`src/rtl/erase_seq_pkg.sv`:
```
package erase_seq_pkg;

    localparam int OFF_W = 11;

    localparam logic [OFF_W-1:0] OFF_A   = 11'h555;
    localparam logic [OFF_W-1:0] OFF_B   = 11'h2AA;
    localparam logic [7:0]       D_UNL_A = 8'hAA;
    localparam logic [7:0]       D_UNL_B = 8'h55;
    localparam logic [7:0]       D_SETUP = 8'h80;
    localparam logic [7:0]       D_SECT  = 8'h30;
    localparam logic [7:0]       D_SUSP  = 8'hB0;

    typedef enum logic [2:0] {
        K_UNLK_A,
        K_UNLK_B,
        K_SETUP,
        K_SECT,
        K_SUSP,
        K_OTHER
    } cmd_kind_e;

    typedef enum logic [3:0] {
        S_READ,
        S_U1,
        S_U2,
        S_SET,
        S_U3,
        S_U4,
        S_WIN,
        S_ERASE,
        S_SUSP
    } fsm_e;

    typedef struct packed {
        fsm_e st;
    } seq_state_t;

endpackage

```
`src/rtl/erase_cmd_decode.sv`:
```
module erase_cmd_decode
    import erase_seq_pkg::*;
(
    input  logic [OFF_W-1:0] offset,
    input  logic [7:0]       data,
    output cmd_kind_e        kind
);

    always_comb begin
        if (data == D_UNL_A && offset == OFF_A)
            kind = K_UNLK_A;
        else if (data == D_UNL_B && offset == OFF_B)
            kind = K_UNLK_B;
        else if (data == D_SETUP && offset == OFF_A)
            kind = K_SETUP;
        else if (data == D_SECT)
            kind = K_SECT;
        else if (data == D_SUSP)
            kind = K_SUSP;
        else
            kind = K_OTHER;
    end

endmodule

```
`src/rtl/erase_win_timer.sv`:
```
module erase_win_timer #(
    parameter  int WIN_CYC = 5000,
    localparam int CNT_W   = (WIN_CYC > 1) ? $clog2(WIN_CYC) : 1
) (
    input  logic clk,
    input  logic rst_n,
    input  logic load,
    input  logic stop,
    output logic expired
);

    localparam logic [CNT_W-1:0] LOAD_VAL = CNT_W'(WIN_CYC - 1);

    typedef struct packed {
        logic             run;
        logic [CNT_W-1:0] cnt;
    } tmr_t;

    tmr_t cur_q, nxt_d;

    always_comb begin
        nxt_d = cur_q;
        if (load) begin
            nxt_d.run = 1'b1;
            nxt_d.cnt = LOAD_VAL;
        end else if (stop) begin
            nxt_d.run = 1'b0;
            nxt_d.cnt = '0;
        end else if (cur_q.run && cur_q.cnt != '0) begin
            nxt_d.cnt = cur_q.cnt - 1'b1;
        end
    end

    always_ff @(posedge clk or negedge rst_n) begin
        if (!rst_n) cur_q <= '0;
        else        cur_q <= nxt_d;
    end

    assign expired = cur_q.run && (cur_q.cnt == '0);

    AST_WIN_CNT_BOUND: assert property (@(posedge clk) disable iff (!rst_n)
        cur_q.cnt <= LOAD_VAL);

    AST_WIN_RELOAD: assert property (@(posedge clk) disable iff (!rst_n)
        load |=> (cur_q.run && cur_q.cnt == LOAD_VAL));

endmodule

```
`src/rtl/erase_sect_map.sv`:
```
module erase_sect_map #(
    parameter  int SECT_W   = 5,
    localparam int NUM_SECT = 1 << SECT_W
) (
    input  logic                clk,
    input  logic                rst_n,
    input  logic                set_en,
    input  logic [SECT_W-1:0]   set_idx,
    input  logic                clr,
    output logic [NUM_SECT-1:0] map
);

    logic [NUM_SECT-1:0] map_q, map_d;

    for (genvar i = 0; i < NUM_SECT; i++) begin : g_bit
        always_comb begin
            if (clr)
                map_d[i] = 1'b0;
            else if (set_en && set_idx == SECT_W'(i))
                map_d[i] = 1'b1;
            else
                map_d[i] = map_q[i];
        end
    end

    always_ff @(posedge clk or negedge rst_n) begin
        if (!rst_n) map_q <= '0;
        else        map_q <= map_d;
    end

    assign map = map_q;

    AST_CLR_EMPTIES: assert property (@(posedge clk) disable iff (!rst_n)
        clr |=> (map_q == '0));

    AST_SET_STICKS: assert property (@(posedge clk) disable iff (!rst_n)
        (set_en && !clr) |=> map_q[$past(set_idx)]);

endmodule

```
`src/rtl/erase_cmd_seq.sv`:
```
module erase_cmd_seq
    import erase_seq_pkg::*;
#(
    parameter  int WIN_CYC  = 5000,
    parameter  int SECT_W   = 5,
    localparam int ADDR_W   = SECT_W + OFF_W,
    localparam int NUM_SECT = 1 << SECT_W
) (
    input  logic                clk,
    input  logic                rst_n,
    input  logic                wr_en,
    input  logic [ADDR_W-1:0]   wr_addr,
    input  logic [7:0]          wr_data,
    input  logic                erase_done,
    input  logic [SECT_W-1:0]   rd_sect,
    output logic                read_mode,
    output logic                busy,
    output logic                tmr_flag,
    output logic                suspended,
    output logic                rd_ok,
    output logic [NUM_SECT-1:0] sect_map
);

    cmd_kind_e  kind;
    seq_state_t cur_q, nxt_d;
    logic       map_set, map_clr, t_load, t_stop, t_expired;

    erase_cmd_decode u_dec (
        .offset (wr_addr[OFF_W-1:0]),
        .data   (wr_data),
        .kind   (kind)
    );

    erase_win_timer #(.WIN_CYC(WIN_CYC)) u_tmr (
        .clk     (clk),
        .rst_n   (rst_n),
        .load    (t_load),
        .stop    (t_stop),
        .expired (t_expired)
    );

    erase_sect_map #(.SECT_W(SECT_W)) u_map (
        .clk     (clk),
        .rst_n   (rst_n),
        .set_en  (map_set),
        .set_idx (wr_addr[ADDR_W-1 -: SECT_W]),
        .clr     (map_clr),
        .map     (sect_map)
    );

    always_comb begin
        nxt_d   = cur_q;
        map_set = 1'b0;
        map_clr = 1'b0;
        t_load  = 1'b0;
        t_stop  = 1'b0;
        unique case (cur_q.st)
            S_READ:  if (wr_en && kind == K_UNLK_A) nxt_d.st = S_U1;
            S_U1:    if (wr_en) nxt_d.st = (kind == K_UNLK_B) ? S_U2  : S_READ;
            S_U2:    if (wr_en) nxt_d.st = (kind == K_SETUP)  ? S_SET : S_READ;
            S_SET:   if (wr_en) nxt_d.st = (kind == K_UNLK_A) ? S_U3  : S_READ;
            S_U3:    if (wr_en) nxt_d.st = (kind == K_UNLK_B) ? S_U4  : S_READ;
            S_U4: begin
                if (wr_en) begin
                    if (kind == K_SECT) begin
                        nxt_d.st = S_WIN;
                        map_set  = 1'b1;
                        t_load   = 1'b1;
                    end else begin
                        nxt_d.st = S_READ;
                    end
                end
            end
            S_WIN: begin
                if (wr_en) begin
                    if (kind == K_SECT) begin
                        map_set = 1'b1;
                        t_load  = 1'b1;
                    end else if (kind == K_SUSP) begin
                        nxt_d.st = S_SUSP;
                        t_stop   = 1'b1;
                    end else begin
                        nxt_d.st = S_READ;
                        map_clr  = 1'b1;
                        t_stop   = 1'b1;
                    end
                end else if (t_expired) begin
                    nxt_d.st = S_ERASE;
                    t_stop   = 1'b1;
                end
            end
            S_ERASE: begin
                if (erase_done) begin
                    nxt_d.st = S_READ;
                    map_clr  = 1'b1;
                end else if (wr_en && kind == K_SUSP) begin
                    nxt_d.st = S_SUSP;
                end
            end
            S_SUSP:  if (wr_en && kind == K_SECT) nxt_d.st = S_ERASE;
            default: nxt_d.st = S_READ;
        endcase
    end

    always_ff @(posedge clk or negedge rst_n) begin
        if (!rst_n) cur_q <= '{st: S_READ};
        else        cur_q <= nxt_d;
    end

    assign read_mode = (cur_q.st == S_READ) || (cur_q.st == S_U1) || (cur_q.st == S_U2)
                    || (cur_q.st == S_SET)  || (cur_q.st == S_U3) || (cur_q.st == S_U4);
    assign busy      = (cur_q.st == S_ERASE);
    assign suspended = (cur_q.st == S_SUSP);
    assign tmr_flag  = busy || suspended;
    assign rd_ok     = read_mode || (suspended && !sect_map[rd_sect]);

    AST_BUSY_HAS_SECT: assert property (@(posedge clk) disable iff (!rst_n)
        busy |-> (sect_map != '0));

    AST_WIN_ABORT: assert property (@(posedge clk) disable iff (!rst_n)
        (cur_q.st == S_WIN && wr_en && kind != K_SECT && kind != K_SUSP)
        |=> (read_mode && sect_map == '0));

    AST_ERASE_IGNORES: assert property (@(posedge clk) disable iff (!rst_n)
        (busy && wr_en && kind != K_SUSP && !erase_done)
        |=> (busy && $stable(sect_map)));

    AST_SUSP_HOLDS: assert property (@(posedge clk) disable iff (!rst_n)
        (suspended && !(wr_en && kind == K_SECT)) |=> suspended);

    AST_DONE_TO_READ: assert property (@(posedge clk) disable iff (!rst_n)
        (busy && erase_done) |=> (read_mode && !tmr_flag));

endmodule

```
`config.mk`:
```
export PLATFORM = sky130hd
export DESIGN_NAME = erase_cmd_seq
export DESIGN_NICKNAME = d
export VERILOG_FILES = /design/src/rtl/erase_seq_pkg.sv /design/src/rtl/erase_cmd_decode.sv /design/src/rtl/erase_win_timer.sv /design/src/rtl/erase_sect_map.sv /design/src/rtl/erase_cmd_seq.sv
export SDC_FILE = /design/constraint.sdc
export NUM_CORES = 1
export LEC_CHECK = 0
export ABC_AREA = 1
export BUFFER_PORTS_ARGS = -buffer_cell sky130_fd_sc_hd__buf_2
export CAP_MARGIN = 20
export CORE_UTILIZATION = 59
export CTS_CLUSTER_DIAMETER = 150
export DETAILED_ROUTE_END_ITERATION = 10
export GPL_ROUTABILITY_DRIVEN = 1
export GPL_TIMING_DRIVEN = 0
export HOLD_SLACK_MARGIN = 0.08
export PLACE_DENSITY = 0.86
export SLEW_MARGIN = 40
export SYNTH_ARGS = -nofsm -noshare
export SYNTH_HDL_FRONTEND = slang
export SYNTH_SLANG_ARGS = --single-unit
```
`constraint.sdc`:
```
create_clock -name clk -period 3.9 [get_ports clk]
set_clock_uncertainty 0.1 [all_clocks]
set_input_delay 0.78 -clock clk [delete_from_list [all_inputs] [get_ports clk]]
set_output_delay 0.78 -clock clk [all_outputs]
set_load 0.005 [all_outputs]
```
==> flow_summary_export.csv, run 1 <==
group,metric,value,unit
cts,numCtsBuffers,5,
logic_synthesis,synth_warnings,0,
cts,clock-sinks,50,
logic_synthesis,syn_area_per_cell,6.62,sq um
die,initial_utilization,62.9,%
critical_path,critPathTopFamily,"simple AND/OR/NAND/NOR gates",
critical_path,critical_path_required,3020,ps
timing,finalSetupViolations,0,
detailed_routing,wl,8.85,mm
global_routing,use_met3,5.00,%
global_routing,grt_start_max_net_pins,51,
timing,drv_slew,0,
power_and_ir_drop,p_seq_share,45.2,%
cts,clk_latency,310,ps
die,dieWidth,77.0,um
critical_path,setup.worst_path.end_class,"primary output",
critical_path,cp_cell_sequence,"buf_2, clkbuf_1, nor2_1, nor2_1, o21ai_0, nand3_1, nand3_1, nand2_1, nand2_1, nand3_1, nand2_1, buf_2",
global_routing,grt.busiest_layer,"met2",
final_layout,fill_cells,452,
global_routing,grt_util_met2,50.5,%
cts,cts_tree,"done",
timing,rsz0062_at_grt,"no",
placement,place_inst,639,
logic_synthesis,ys_seq_area_share,37.8,%
logic_synthesis,synth_cells,501,
logic_synthesis,synth_edf_count,0,
detailed_routing,ant_nets,0,
cts,cts_setup_buffers,0,
power_and_ir_drop,peakVddDrop,216,uV
cts,htree_levels,2,
timing,fin_crit_sh,79.1,%
power_and_ir_drop,combPwrFrac,29.0,%
logic_synthesis,async_reset_ff_share,100,%
die,die_h,77.0,um
critical_path,cpMaxStageDelayCell,"clkbuf_1",
timing,final.setup.tns,0,ps
placement,place.port_buffers,68,
timing,fmax,324,MHz
timing,tightest_slew,633,ps
logic_synthesis,synth_top_area_share,37.8,%
timing,period_minus_slack,3090,ps
die,ios,70,
final_layout,fin_nets,610,
final_layout,stdcell_count,647,
cts,clkTransAtPathRegs,100,ps
detailed_routing,vias,3598,
timing,relSlewSlack,57.8,%
die,dieArea,0.00592,sq mm
cts,cts_resized,0,
logic_synthesis,synth_area,0.00331,sq mm
placement,dpl.hpwl,6.83,mm
logic_synthesis,synth_nets,535,
run_status,status,"completed",
detailed_routing,drcViolationCount,0,
power_and_ir_drop,leakage,2.19,nW
cts,root_buffer,"clkbuf_8",
run,cap_viol_max_count,0,
placement,gp_congestion,0.950,
critical_path,path_max_fanout,10,
critical_path,cp_slowest_stage_delay,410,ps
die,core,0.00527,sq mm
power_and_ir_drop,p_sw_share,34.5,%
critical_path,path_buf_inv,3,
logic_synthesis,synth-seq-cells,50,
global_routing,first_global_vias,3403,
logic_synthesis,yosysTopAreaCell,"dfrtp_1",
die,rows,26,
critical_path,crit_path_start_kind,"primary input",
final_layout,drive_above_1_share,16.5,%
critical_path,arrival,2210,ps
critical_path,worstSetupPathType,"in -> out",
logic_synthesis,ys.flop_type,"dfrtp_1",
detailed_routing,via_per_inst,5.56,
power_and_ir_drop,p_switching,0.496,mW
power_and_ir_drop,p_clk_share,25.8,%
global_routing,grt_use_total,31.9,%
cts,hold_buffers,0,
min_path,min_path_type,"in -> async",
power_and_ir_drop,power.internal,0.944,mW
timing,finalHoldViolCount,0,
power_and_ir_drop,power.density,374,mW/mm^2
final_layout,n_antenna_cell,0,
global_routing,grt_use_met1,43.5,%
global_routing,antenna_found_initial,0,
logic_synthesis,ys_top_cells_by_area,"dfrtp_1, nor2_1, nand2_1",
global_routing,gr-total-overflow,0,
cts,cts_buffer_depth,2,
final_layout,area_growth,16.3,%
logic_synthesis,synth_cell_types,32,
final_layout,final_util,73.1,%
global_routing,grt_pass1_wl,15.1,mm
detailed_routing,dr.pass1.iters,5,
detailed_routing,drt_iter0_drc,281,
detailed_routing,wl_per_cell,13.7,um
power groups by stage:
stage	combinational, mW	clock [mW]	sequential (mW)
detailed placement	0.412	0	0.661
global route	0.482	0.391	0.660
CTS	0.416	0.377	0.650
global placement	0.395	0	0.657
floorplan	0.298	0	0.650
finish	0.418	0.371	0.651
Yosys cell counts (3+ instances only):
master    instances
nand3_1          43
o21ai_0          11
inv_1            66
o21bai_1          3
buf_6             5
xnor2_1           4
nand2_1          86
nand4_1          16
inv_2             5
dfrtp_1          50
o21ai_1           9
a21oi_1          34
clkbuf_1          5
nor3_1           13
xor2_1            6
nor2_1          125
cell usage in the layout (no fill, tap or decap), types with 9 or more instances in the layout:
cell type,netlist,final
o21ai_0,11,11
dfrtp_1,50,50
a21oi_1,34,34
nand2_1,86,86
inv_1,66,66
nand4_1,16,16
o21ai_1,9,9
nor3_1,13,13
nand3_1,43,43
buf_2,1,68
nor2_1,125,125
cell type report:
type / count / area, sq um / area share (%)
plain buffers: 14 / 98.8 / 2.56
clock buffers: 6 / 72.6 / 1.88
clock inverters: 2 / 37.5 / 0.974
inverters: 73 / 275 / 7.14
multi-input cells: 364 / 1690 / 43.8
flip-flops and latches: 50 / 1250 / 32.5
well taps: 70 / 87.6 / 2.27
repair buffers: 68 / 343 / 8.89
worst register-to-register path, delay by kind of cell, from the launching register on:
| kind | cells | cell delay [ps] |
|---|---|---|
| buffers and inverters | 2 | 340 |
| AO/OA/AOI/OAI | 2 | 240 |
| adder cells (fa/ha/maj) | 1 | 190 |
| flip-flops | 1 | 380 |
| AND/OR/NAND/NOR | 5 | 720 |
cells by family after synthesis:
kind of cell / synth area share [%]
AND/OR/NAND/NOR: 37.8
buffers and inverters: 11.3
AO/OA/AOI/OAI: 10.1
flip-flops: 37.8
adder cells (fa/ha/maj): 0.377
XOR/XNOR: 2.64
sequential cells by signal (all words and copies together) (netlist names):
| name | cells |
|---|---|
| u_tmr.cur_q | 14 |
| cur_q | 4 |
| u_map.map | 32 |
final timing paths:
kind | cells after the start | slack, ps | end | start
max | 12 | 810 | rd_ok | rd_sect[0]
min in group clk | 2 | 430 | u_map.map[6]$_DFFE_PN0P_ | u_map.map[6]$_DFFE_PN0P_
min reg2reg | 2 | 430 | u_map.map[6]$_DFFE_PN0P_ | u_map.map[6]$_DFFE_PN0P_
max in group asynchronous | 1 | 2880 | u_map.map[27]$_DFFE_PN0P_ | rst_n
max reg2reg | 10 | 1800 | u_tmr.cur_q[2]$_DFFE_PN0P_ | u_tmr.cur_q[1]$_DFFE_PN0P_
min | 1 | 370 | u_tmr.cur_q[10]$_DFFE_PN0P_ | rst_n
routing by layer:
metal	up-vias	wire length (um)
li1	1746	-
met1	1656	3950
met2	169	4060
met3	27	636
met4	0	209
met5	-	0
through the flow:
| stage | cell area, sq um | hold WS (ps) | worst slack (ps) | power (mW) |
|---|---|---|---|---|
| after floorplan | 3310 | 384 | 1420 | 0.948 |
| after global placement | 3740 | 402 | 862 | 1.05 |
| after detailed placement | 3740 | 410 | 865 | 1.07 |
| after CTS | 3850 | 405 | 855 | 1.44 |
| after global routing | 3850 | 428 | 667 | 1.53 |
| final | 3850 | 372 | 813 | 1.44 |
No activity file was read; power rests on OpenSTA's default activity.
==> run 2, diff against run 1 <==
Settings changed: CORE_UTILIZATION 59 to 50, PLACE_DENSITY 0.86 to 0.78.
Clock period 3.9 ns to 2.69 ns, I/O delays scaled along.
==> run 2 against run 1 <==
Die area rose by 18%. Critical endpoint unchanged. First-iteration DRC count down 23%. Hold slack got worse by 230 ps.
==> flow_summary_export.csv, run 2 (synthesis results as in run 1) <==
group,metric,value,unit
timing,fin_crit_sh,94.6,%
run_status,status,"completed",
timing,tightest_slew,628,ps
cts,cts_tree,"done",
die,dieWidth,83.4,um
critical_path,cp_common_cell,"nand2_1",
final_layout,fin_nets,610,
timing,fmax,393,MHz
final_layout,final_area,0.00387,sq mm
cts,clkTransAtPathRegs,90,ps
power_and_ir_drop,p_total,2.09,mW
detailed_routing,drcViolationCount,0,
critical_path,critPathTopFamily,"buffers and inverters",
placement,dpl-instance-area,0.00375,sq mm
critical_path,path_buf_inv,3,
placement,place_inst,646,
final_layout,mostFrequentLayoutCells,"nor2_1, nand2_1, buf_2, inv_1, dfrtp_1",
detailed_routing,drt_iter0_drc,217,
placement,place.port_buffers,68,
cts,clk_latency,310,ps
timing,finalSetupViolations,0,
timing,period_minus_slack,2540,ps
die,rows,29,
critical_path,critical_path_required,2050,ps
global_routing,grt_use_total,25.8,%
critical_path,cpMaxStageDelayCell,"clkbuf_1",
detailed_routing,ant_nets,0,
global_routing,first_global_vias,3261,
cts,clock-sinks,50,
die,core,0.00639,sq mm
detailed_routing,wl_per_cell,13.4,um
timing,rsz0062_at_grt,"no",
final_layout,layout_commonest_cell,"nor2_1",
power_and_ir_drop,leakage,2.19,nW
detailed_routing,dr.pass1.iters,5,
power_and_ir_drop,power.density,540,mW/mm^2
placement,post-place-ws,129,ps
critical_path,cp_slowest_stage_delay,380,ps
die,dieArea,0.00696,sq mm
critical_path,cp_cell_sequence,"buf_2, clkbuf_1, o21ai_0, o211ai_1, nand3_1, nand2_1, nand2_1, nand3_1, nand2_1, buf_2",
cts,hold_buffers,0,
critical_path,path_max_fanout,10,
placement,gp_congestion,0.978,
final_layout,drive_above_1_share,16.7,%
cts,cts_setup_buffers,0,
placement,dpl.hpwl,6.76,mm
critical_path,arrival,1910,ps
final_layout,largest_register_ffs,32,
run,cap_viol_max_count,0,
critical_path,setup.worst_path.end_class,"primary output",
detailed_routing,via_per_inst,5.44,
final_layout,area_growth,16.7,%
die,initial_utilization,51.9,%
cts,cts_buffer_depth,2,
global_routing,gr-total-overflow,0,
die,ios,70,
detailed_routing,vias,3555,
critical_path,reg2reg_depth,10,
cts,htree_levels,2,
global_routing,antenna_found_initial,0,
final_layout,stdcell_count,653,
global_routing,grt_pass1_wl,14.7,mm
cts,numCtsBuffers,5,
critical_path,path_depth,10,
die,die_h,83.4,um
critical_path,worstSetupPathType,"in -> out",
detailed_routing,wl,8.72,mm
timing,final.setup.tns,0,ps
critical_path,crit_path_start_kind,"primary input",
global_routing,grt_start_max_net_pins,51,
final_layout,final_util,60.6,%
timing,drv_slew,0,
cts,root_buffer,"clkbuf_8",
final_layout,fill_cells,590,
timing,hold_ws,143,ps
timing,finalHoldViolCount,0,
min_path,min_path_type,"in -> async",
power_and_ir_drop,peakVddDrop,453,uV
timing,layout_setup_ws,145,ps
timing,relSlewSlack,58.2,%
final_layout,n_antenna_cell,0,
## run 2: cell count changes in the layout (fill, tap and decap cells not counted)
cell,change
clkbuf_8,+1
clkinvlp_4,-1
clkbuf_1,-2
clkbuf_2,+1
## run 2: layer usage
| layer | up-vias | GRT usage [%] | share of wire, % |
|---|---|---|---|
| met1 | 1649 | 36.9 | 46 |
| li1 | 1741 | - | - |
| met4 | 0 | 8.01 | 1.5 |
| met2 | 148 | 39.9 | 45 |
| met5 | - | 0 | 0 |
| met3 | 17 | 4.27 | 7.4 |
## run 2: worst reg2reg max path: stages, from the launching register on
cell	delay, ps
dfrtp_1	390
inv_1	90
ha_1	180
nand3_1	170
nor2_1	230
nand2_1	80
nand2_1	120
buf_2	240
nand3_2	170
nand2_1	100
nand2_1	50
## run 2: report_power, final
| part | total, mW | switching, mW | internal (mW) |
|---|---|---|---|
| Combinational | 0.597 | 0.366 | 0.232 |
| Sequential | 0.941 | 0.0815 | 0.860 |
| Clock | 0.549 | 0.251 | 0.298 |
## run 2: repair_timing
item / 4_1_cts / 5_1_grt
gates resized for setup: 0 / 2
hold endpoints to repair: 0 / 0
endpoints found under the setup margin: 0 / 1
## run 2: final cells by class
| type | count | area (sq um) | area share (%) |
|---|---|---|---|
| timing repair buffer | 68 | 343 | 8.86 |
| clock inverter | 1 | 30.0 | 0.776 |
| buffer | 14 | 100 | 2.59 |
| multi-input combinational | 364 | 1690 | 43.7 |
| inverter | 73 | 275 | 7.12 |
| tap | 77 | 96.3 | 2.49 |
| clock buffer | 6 | 82.6 | 2.14 |
| sequential | 50 | 1250 | 32.4 |
## run 2: worst paths after layout
kind | from | endpoint | slack [ps]
worst max-delay path | rd_sect[0] | rd_ok | 150
worst min-delay path | rst_n | u_tmr.cur_q[6]$_DFFE_PN0P_ | 140
worst max register to register | u_tmr.cur_q[0]$_DFFE_PN0P_ | u_tmr.cur_q[12]$_DFFE_PN0P_ | 680
worst min register to register | u_map.map[28]$_DFFE_PN0P_ | u_map.map[28]$_DFFE_PN0P_ | 430
max in group asynchronous | rst_n | u_map.map[22]$_DFFE_PN0P_ | 1910
min in group clk | u_map.map[28]$_DFFE_PN0P_ | u_map.map[28]$_DFFE_PN0P_ | 430
==> run 3, diff against run 2 <==
Settings changed: BUFFER_PORTS_ARGS -buffer_cell sky130_fd_sc_hd__buf_2 to not set, CORE_UTILIZATION 50 to 58, CTS_CLUSTER_SIZE set to 20, DONT_BUFFER_PORTS set to 1, PLACE_DENSITY 0.78 to 0.77.
==> run 3 against run 2 <==
Cell count decreased by 11%. Count of clock-buffer cells in the layout unchanged. Highest routed layer unchanged. First-iteration DRC count increased by 47%. Sequential power increased by 0.5%. Clock power decreased by 15%. Utilization increased by 3.7 points. Sequential cell count unchanged. Via count decreased by 7.3%. Worst setup slack improved by 190 ps. Power decreased by 5.6%.
==> flow_summary_export.csv, run 3 (synthesis results as in run 1) <==
group,metric,value,unit
placement,post-place-ws,400,ps
final_layout,n_antenna_cell,0,
final_layout,mostFrequentLayoutCells,"nor2_1, nand2_1, inv_1, dfrtp_1, nand3_1",
global_routing,grt_use_total,30.3,%
critical_path,arrival,1720,ps
detailed_routing,wl_per_cell,14.8,um
timing,fmax,425,MHz
cts,cts_resized,0,
global_routing,antenna_found_initial,0,
power_and_ir_drop,power.density,557,mW/mm^2
placement,dpl.hpwl,6.52,mm
timing,finalHoldViolCount,0,
global_routing,grt.busiest_layer,"met2",
global_routing,grt_pass1_wl,14.5,mm
global_routing,grt_start_max_net_pins,51,
final_layout,area_growth,6.72,%
detailed_routing,drt_iter0_drc,319,
min_path,min_path_type,"in -> reg",
timing,drv_slew,0,
critical_path,crit_path_start_kind,"primary input",
timing,layout_setup_ws,334,ps
die,die_h,77.6,um
detailed_routing,wl,8.62,mm
timing,rsz0062_at_grt,"no",
final_layout,layout_commonest_cell,"nor2_1",
cts,root_buffer,"clkbuf_8",
timing,fin_crit_sh,87.6,%
final_layout,largest_register_ffs,32,
timing,finalSetupViolations,0,
die,dieWidth,77.6,um
final_layout,fill_cells,502,
run,cap_viol_max_count,0,
critical_path,path_max_fanout,10,
die,rows,27,
detailed_routing,via_per_inst,5.65,
critical_path,cp_common_cell,"nand2_1",
power_and_ir_drop,leakage,1.88,nW
final_layout,stdcell_count,583,
final_layout,drive_above_1_share,5.68,%
placement,gp_congestion,0.948,
run_status,status,"completed",
critical_path,path_buf_inv,1,
cts,clkTransAtPathRegs,100,ps
critical_path,cp_slowest_stage_delay,390,ps
die,ios,70,
power_and_ir_drop,peakVddDrop,265,uV
timing,relSlewSlack,65.6,%
timing,tightest_slew,516,ps
global_routing,gr-total-overflow,0,
cts,htree_levels,2,
cts,cts_buffer_depth,2,
detailed_routing,drcViolationCount,0,
critical_path,setup.worst_path.end_class,"primary output",
global_routing,grt_use_met1,41.2,%
cts,clock-sinks,50,
cts,cts_tree,"done",
die,core,0.00551,sq mm
placement,place_inst,573,
critical_path,worstSetupPathType,"in -> out",
global_routing,grt_util_met2,47.2,%
die,initial_utilization,60.2,%
final_layout,fin_nets,544,
global_routing,first_global_vias,3170,
placement,place.port_buffers,0,
critical_path,critical_path_required,2050,ps
critical_path,cp_cell_sequence,"clkbuf_1, nor2_1, nor2_1, nand2_1, nand3_1, nand3_1, nand2_1, nand2_1, nand3_1, nand2_1",
die,dieArea,0.00602,sq mm
detailed_routing,ant_nets,0,
critical_path,cpMaxStageDelayCell,"clkbuf_1",
detailed_routing,vias,3294,
cts,clk_latency,300,ps
detailed_routing,dr.pass1.iters,5,
cts,numCtsBuffers,5,
critical_path,critPathTopFamily,"simple AND/OR/NAND/NOR gates",
timing,final.setup.tns,0,ps
global_routing,use_met3,7.65,%
timing,period_minus_slack,2360,ps
[run 3: what timing repair did]
action,4_1_cts,5_1_grt
hold buffers,2,0
hold endpoints to repair,50,0
endpoints found under the setup margin,0,0
buffers inserted,0,0
[run 3: final timing paths]
| kind | start | to | slack [ps] | depth (start not counted) |
|---|---|---|---|---|
| worst max-delay path | rd_sect[0] | rd_ok | 330 | 10 |
| worst min register to register | u_tmr.cur_q[1]$_DFFE_PN0P_ | u_tmr.cur_q[1]$_DFFE_PN0P_ | 450 | 2 |
| min in group asynchronous | rst_n | u_tmr.cur_q[12]$_DFFE_PN0P_ | 660 | 2 |
| worst max register to register | u_tmr.cur_q[0]$_DFFE_PN0P_ | u_tmr.cur_q[12]$_DFFE_PN0P_ | 640 | 10 |
| worst min-delay path | wr_addr[14] | u_map.map[23]$_DFFE_PN0P_ | 360 | 3 |
| max in group asynchronous | rst_n | cur_q[0]$_DFFE_PN0P_ | 1600 | 2 |
[run 3: layer usage]
metal | wire length [um] | share of wire, %
met1 | 3860 | 45
met2 | 3880 | 45
met3 | 736 | 8.5
met4 | 149 | 1.7
met5 | 0 | 0
[run 3: power by group]
part           internal (mW)  leakage [nW]  switching (mW)  total (mW)
Combinational          0.209          1.18           0.350       0.559
Sequential             0.860         0.655          0.0855       0.946
Clock                  0.207        0.0472           0.260       0.467
[run 3: metrics by stage]
step,hold WS [ps],cell area (sq um),utilization (%),power [mW]
after CTS,355,3540,64.2,1.97
after global placement,143,3400,61.8,1.46
after detailed placement,143,3400,61.8,1.49
final,364,3540,64.2,1.97
after global routing,355,3540,64.2,2.10
after floorplan,142,3310,-,1.37
[run 3: layout make-up]
type                       count  area, sq um  share of cell area [%]
inverter                      73          275                    7.78
buffer                        14         98.8                    2.79
sequential                    50         1250                    35.4
clock buffer                   6         82.6                    2.33
tap                           72         90.1                    2.55
timing repair buffer           2         37.5                    1.06
clock inverter                 2         12.5                   0.354
multi-input combinational    364         1690                    47.8
[run 3: tightest hold or removal path, cell delays in order]
cell and delay, ps:
nor4_1 30, a21oi_1 130, nor2_1 40
